==> config.mk <==
export PLATFORM = sky130hd
export DESIGN_NAME = alu_exec_unit
export DESIGN_NICKNAME = d
export VERILOG_FILES = /design/src/rtl/alu_exec_pkg.sv /design/src/rtl/alu_imm_ext.sv /design/src/rtl/alu_addsub.sv /design/src/rtl/alu_bitwise.sv /design/src/rtl/alu_exec_unit.sv
export SDC_FILE = /design/constraint.sdc
export NUM_CORES = 1
export LEC_CHECK = 0
export BUFFER_PORTS_ARGS = -buffer_cell sky130_fd_sc_hd__clkbuf_2
export CORE_UTILIZATION = 30
export DETAILED_ROUTE_END_ITERATION = 12
export SKIP_LAST_GASP = 1
export SYNTH_ARGS = -nofsm -noshare
export SYNTH_HDL_FRONTEND = slang
export SYNTH_HIERARCHICAL = 1
export SYNTH_SLANG_ARGS = --single-unit
==> constraint.sdc <==
create_clock -name clk -period 9.29 [get_ports clk]
set_clock_uncertainty 0.1 [all_clocks]
set_input_delay 1.858 -clock clk [delete_from_list [all_inputs] [get_ports clk]]
set_output_delay 1.858 -clock clk [all_outputs]
set_load 0.02 [all_outputs]
==> src/rtl/alu_exec_pkg.sv <==
package alu_exec_pkg;
  localparam int OP_W = 4;

  typedef enum logic [OP_W-1:0] {
    OP_ADD  = 4'd0,
    OP_ADDU = 4'd1,
    OP_SUB  = 4'd2,
    OP_SUBU = 4'd3,
    OP_SLT  = 4'd4,
    OP_SLTU = 4'd5,
    OP_AND  = 4'd6,
    OP_OR   = 4'd7,
    OP_XOR  = 4'd8,
    OP_NOR  = 4'd9
  } alu_op_e;

  function automatic logic zero_ext_op(input logic [OP_W-1:0] code);
    return (code == OP_AND) || (code == OP_OR) || (code == OP_XOR);
  endfunction

  function automatic logic subtract_op(input logic [OP_W-1:0] code);
    return (code == OP_SUB) || (code == OP_SUBU) ||
           (code == OP_SLT) || (code == OP_SLTU);
  endfunction
endpackage

==> src/rtl/alu_imm_ext.sv <==
module alu_imm_ext #(
  parameter int DATA_W = 32,
  parameter int IMM_W  = 16
) (
  input  logic [IMM_W-1:0]  imm,
  input  logic              zero_fill,
  output logic [DATA_W-1:0] wide
);
  localparam int PAD_W = DATA_W - IMM_W;

  logic fill_bit;

  // Upper bits are either copies of the immediate's top bit or zeros
  assign fill_bit = zero_fill ? 1'b0 : imm[IMM_W-1];
  assign wide     = {{PAD_W{fill_bit}}, imm};
endmodule

==> src/rtl/alu_addsub.sv <==
module alu_addsub #(
  parameter int DATA_W = 32
) (
  input  logic [DATA_W-1:0] a,
  input  logic [DATA_W-1:0] b,
  input  logic              sub,
  output logic [DATA_W-1:0] sum,
  output logic              carry,
  output logic              sgn_ovf
);
  localparam int MSB = DATA_W - 1;

  logic [DATA_W-1:0] b_eff;
  logic [DATA_W:0]   full;

  // Subtraction: add the bitwise inverse of b with a carry-in of one
  assign b_eff   = sub ? ~b : b;
  assign full    = {1'b0, a} + {1'b0, b_eff} + {{DATA_W{1'b0}}, sub};
  assign sum     = full[DATA_W-1:0];
  assign carry   = full[DATA_W];
  assign sgn_ovf = (a[MSB] == b_eff[MSB]) && (sum[MSB] != a[MSB]);
endmodule

==> src/rtl/alu_bitwise.sv <==
module alu_bitwise #(
  parameter int DATA_W = 32
) (
  input  logic [DATA_W-1:0] a,
  input  logic [DATA_W-1:0] b,
  input  logic [1:0]        fn,
  output logic [DATA_W-1:0] y
);
  // fn: 0 and, 1 or, 2 xor, 3 nor
  always_comb begin
    unique case (fn)
      2'd0:    y = a & b;
      2'd1:    y = a | b;
      2'd2:    y = a ^ b;
      default: y = ~(a | b);
    endcase
  end
endmodule

==> src/rtl/alu_exec_unit.sv <==
module alu_exec_unit
  import alu_exec_pkg::*;
#(
  parameter int DATA_W = 32,
  parameter int IMM_W  = 16
) (
  input  logic              clk,
  input  logic              rst,
  input  logic [3:0]        op_code,
  input  logic              imm_sel,
  input  logic [DATA_W-1:0] rs_val,
  input  logic [DATA_W-1:0] rt_val,
  input  logic [IMM_W-1:0]  imm_val,
  output logic [DATA_W-1:0] result_q,
  output logic              ovf_q
);
  localparam int MSB = DATA_W - 1;

  logic [DATA_W-1:0] imm_wide;
  logic [DATA_W-1:0] opnd_b;
  logic [DATA_W-1:0] arith_sum;
  logic              arith_carry;
  logic              arith_ovf;
  logic [DATA_W-1:0] bit_res;
  logic [1:0]        bit_fn;
  logic [DATA_W-1:0] res_d;
  logic              ovf_d;

  alu_imm_ext #(.DATA_W(DATA_W), .IMM_W(IMM_W)) ext_i (
    .imm       (imm_val),
    .zero_fill (zero_ext_op(op_code)),
    .wide      (imm_wide)
  );

  assign opnd_b = imm_sel ? imm_wide : rt_val;

  alu_addsub #(.DATA_W(DATA_W)) add_i (
    .a       (rs_val),
    .b       (opnd_b),
    .sub     (subtract_op(op_code)),
    .sum     (arith_sum),
    .carry   (arith_carry),
    .sgn_ovf (arith_ovf)
  );

  // Bitwise function index relative to the first logical code
  assign bit_fn = 2'(op_code - 4'(OP_AND));

  alu_bitwise #(.DATA_W(DATA_W)) bw_i (
    .a  (rs_val),
    .b  (opnd_b),
    .fn (bit_fn),
    .y  (bit_res)
  );

  always_comb begin
    res_d = '0;
    ovf_d = 1'b0;
    case (op_code)
      OP_ADD, OP_SUB: begin
        res_d = arith_sum;
        ovf_d = arith_ovf;
      end
      OP_ADDU, OP_SUBU: res_d = arith_sum;
      // Signed less-than: sign of the difference corrected by overflow
      OP_SLT:  res_d = {{MSB{1'b0}}, arith_sum[MSB] ^ arith_ovf};
      // Unsigned less-than: a borrow (no carry out) from a - b
      OP_SLTU: res_d = {{MSB{1'b0}}, ~arith_carry};
      OP_AND, OP_OR, OP_XOR: res_d = bit_res;
      OP_NOR:  res_d = imm_sel ? '0 : bit_res;
      default: res_d = '0;
    endcase
  end

  always_ff @(posedge clk) begin
    if (rst) begin
      result_q <= '0;
      ovf_q    <= 1'b0;
    end else begin
      result_q <= res_d;
      ovf_q    <= ovf_d;
    end
  end
endmodule

==> impl_metrics.ini <==
[run_status]
status = finished, final reports clean

[clock_network]
cts_made_buffers = 5
clk_transition_reported_paths_ps = 60
clk_root_buffer_cell = clkbuf_16
clock_tree_from_tritoncts = done
cts_repair_resize_count = 0
cts_buffer_depth = 2
post-cts-setup-buffer-count = 0
sinks_on_clock_net = 33
cts-hold-fix-buffers = 0
htree_num_levels = 2

[yosys]
yosysMostFrequentCell = ha_1
synth-seq-cells = 33
synth-seq-area-share_pct = 11.0
synthDistinctLibCells = 59
post_synth.cell_area_avg_um2 = 8.12
mappedNetlistArea_um2 = 6020
synth.net_count = 924
async_reset_ff_share_pct = 0
ys_top_cells_by_area = ha_1, dfxtp_1, mux2_4, mux2_2, xor2_1
synth_enable_flop_cells = 0
synth_flop_type = dfxtp_1
synth.largest_area_cell = ha_1
synth_top_cell_area_share_pct = 19.7
postSynthCellCount = 741
yosys-top-cells-count = ha_1, nand2_1, inv_1
synth-warning-count = 6

[finish]
postLayoutCoreUtil_pct = 33.9
antenna-diode-count = 0
layout.filler_cells = 2102
layoutNonFillerInstCount = 1067
syn2layout_area_growth_pct = 10.4
post_route_cells_drive_above_1_share_pct = 29.8
layout.nets = 984

[global_route]
grt_use_total_pct = 14.3
via_count_of_the_first_global_routing_pass = 4786
initial_antenna_violation_count = 1
grt_first_pass_wirelength_um = 23100
overflow = 0
grt_max_degree = 66

[critical_path]
timing.critical_path.buf_inv = 2
max_stage_delay_ps = 740
critical_path_s_slowest_cell = inv_2
endpoint_kind = register
critical_path_cell_list = clkbuf_2, inv_2, nand3_1, o21ai_0, nor2b_4, mux2_2, xor2_1, ha_1, a21oi_1, o21a_1, nor2_1, a211oi_1, a21oi_1, o22ai_2, mux2_1, xor2_1, a221o_1, a22o_2
worst-path-stages = 18
cp-start-kind = input pin
critical_path_arrival_ps = 6210
critPathMaxFanout = 65
critical_path_class = in -> reg
cpLargestDelayFamily = compound AO/OA/AOI/OAI gates
cp.required_ps = 9380

[sta]
finalWorstPathRequiredPeriod_ps = 6120
min_period_over_period_pct = 65.8
final-max-slew-violation-count = 0
maxSlewHeadroom_pct = 32.8
worst_slew_pin_tran_ps = 1010
hold_viol = 0
timing.setup.tns_ps = 0
max_freq_ghz = 0.163
final.hold.worst_slack_ps = 1920
report.final.setup_viol = 0
grt_setup_unrepaired = false

[floorplan]
floorplan.io_pins = 120
die_h_um = 144
floorplan.die_area_um2 = 20600
floorplan.initialDensity_pct = 30.7
coreArea_um2 = 19600
die_w_um = 144
rows = 51

[min_path]
min_to = result_q[0]$_SDFF_PP0_
min_path_type = in -> reg
hold_depth = 3
min_from = rst

[route]
vias = 4966
via_per_inst = 4.65
wire_per_inst_um = 13.5
route.final.wire_length_um = 14400
drcViolationCount = 0
ant_nets = 0
detail_route.iter0.violations = 138
drtPass1Iterations = 4

[power_and_ir_drop]
power.static_leakage_uw = 0.00344
vdd.ir_drop.worst_v = 0.0000653
power-per-cell-area_nw_per_um2 = 123
post-layout-total-power_uw = 820

[place]
port-buffer-count = 119
hpwl_um = 11400
place.detailed.instances = 1059
gp_routability_congestion = 0.877

[run]
max-cap-violations = 0
==> state kept, by name (all words and copies together), names as in the netlist <==
register	count
ovf_q	1
result_q	32
==> layer usage <==
metal / up-vias / track usage (%) / wire [µm]
li1: 2632 / - / -
met5: - / 0 / 0
met1: 2232 / 17.6 / 6580
met2: 95 / 25.5 / 6820
met3: 7 / 3.07 / 842
met4: 0 / 3.14 / 136
==> through the flow <==
step | cell area [µm²] | setup slack (ps)
4_1_cts | 6650 | 3160
5_1_grt | 6650 | 2720
3_3_place_gp | 6510 | 2930
2_1_floorplan | 6020 | 3700
6_report | 6650 | 3170
3_5_place_dp | 6510 | 2860
==> worst max-delay path by stage <==
stage | startpoint | to
3_3_place_gp | op_code[1] | result_q[0]$_SDFF_PP0_
3_5_place_dp | op_code[1] | result_q[0]$_SDFF_PP0_
2_1_floorplan | imm_sel | result_q[0]$_SDFF_PP0_
5_1_grt | op_code[1] | result_q[0]$_SDFF_PP0_
4_1_cts | op_code[1] | result_q[0]$_SDFF_PP0_
6_report | op_code[1] | result_q[0]$_SDFF_PP0_
==> layout by cell type, fill, tap and decap left out, types with 11 or more instances in the layout <==
cell type | synthesis | layout
o21ai_1 | 31 | 31
nand2_1 | 78 | 78
o21ai_0 | 43 | 43
clkbuf_2 | 2 | 118
dfxtp_1 | 33 | 33
mux2_4 | 28 | 28
ha_1 | 95 | 95
inv_1 | 77 | 76
xor2_1 | 40 | 40
nand3_1 | 11 | 11
mux2_2 | 33 | 33
a22o_2 | 30 | 30
nor2_1 | 23 | 22
a21oi_1 | 32 | 32
xnor2_1 | 20 | 20
==> cell families (layout without fill, tap and decap cells) <==
group,count (synthesis),after routing,synth area share [%]
compound gates,185,185,21.3
xor+xnor,60,60,8.73
fa+ha+maj,96,96,20.1
buf+inv,147,208,12.8
flops,33,33,11.0
mux,62,62,13.3
simple gates,158,158,12.8
==> layout make-up <==
type / count / area [µm²] / share of cell area [%]
multi-input cells: 561 / 4600 / 69.2
flip-flops and latches: 33 / 661 / 9.94
repair buffers: 123 / 628 / 9.45
well taps: 265 / 332 / 4.99
inverters: 77 / 289 / 4.35
clock buffers: 8 / 136 / 2.05
==> where the power goes <==
part / total [µW] / switching, µW / internal (µW)
Sequential: 161 / 4.29 / 156
Clock: 171 / 71.0 / 100
Combinational: 489 / 269 / 220
Total: 820 / 344 / 476
No activity file was read; power rests on OpenSTA's default activity.
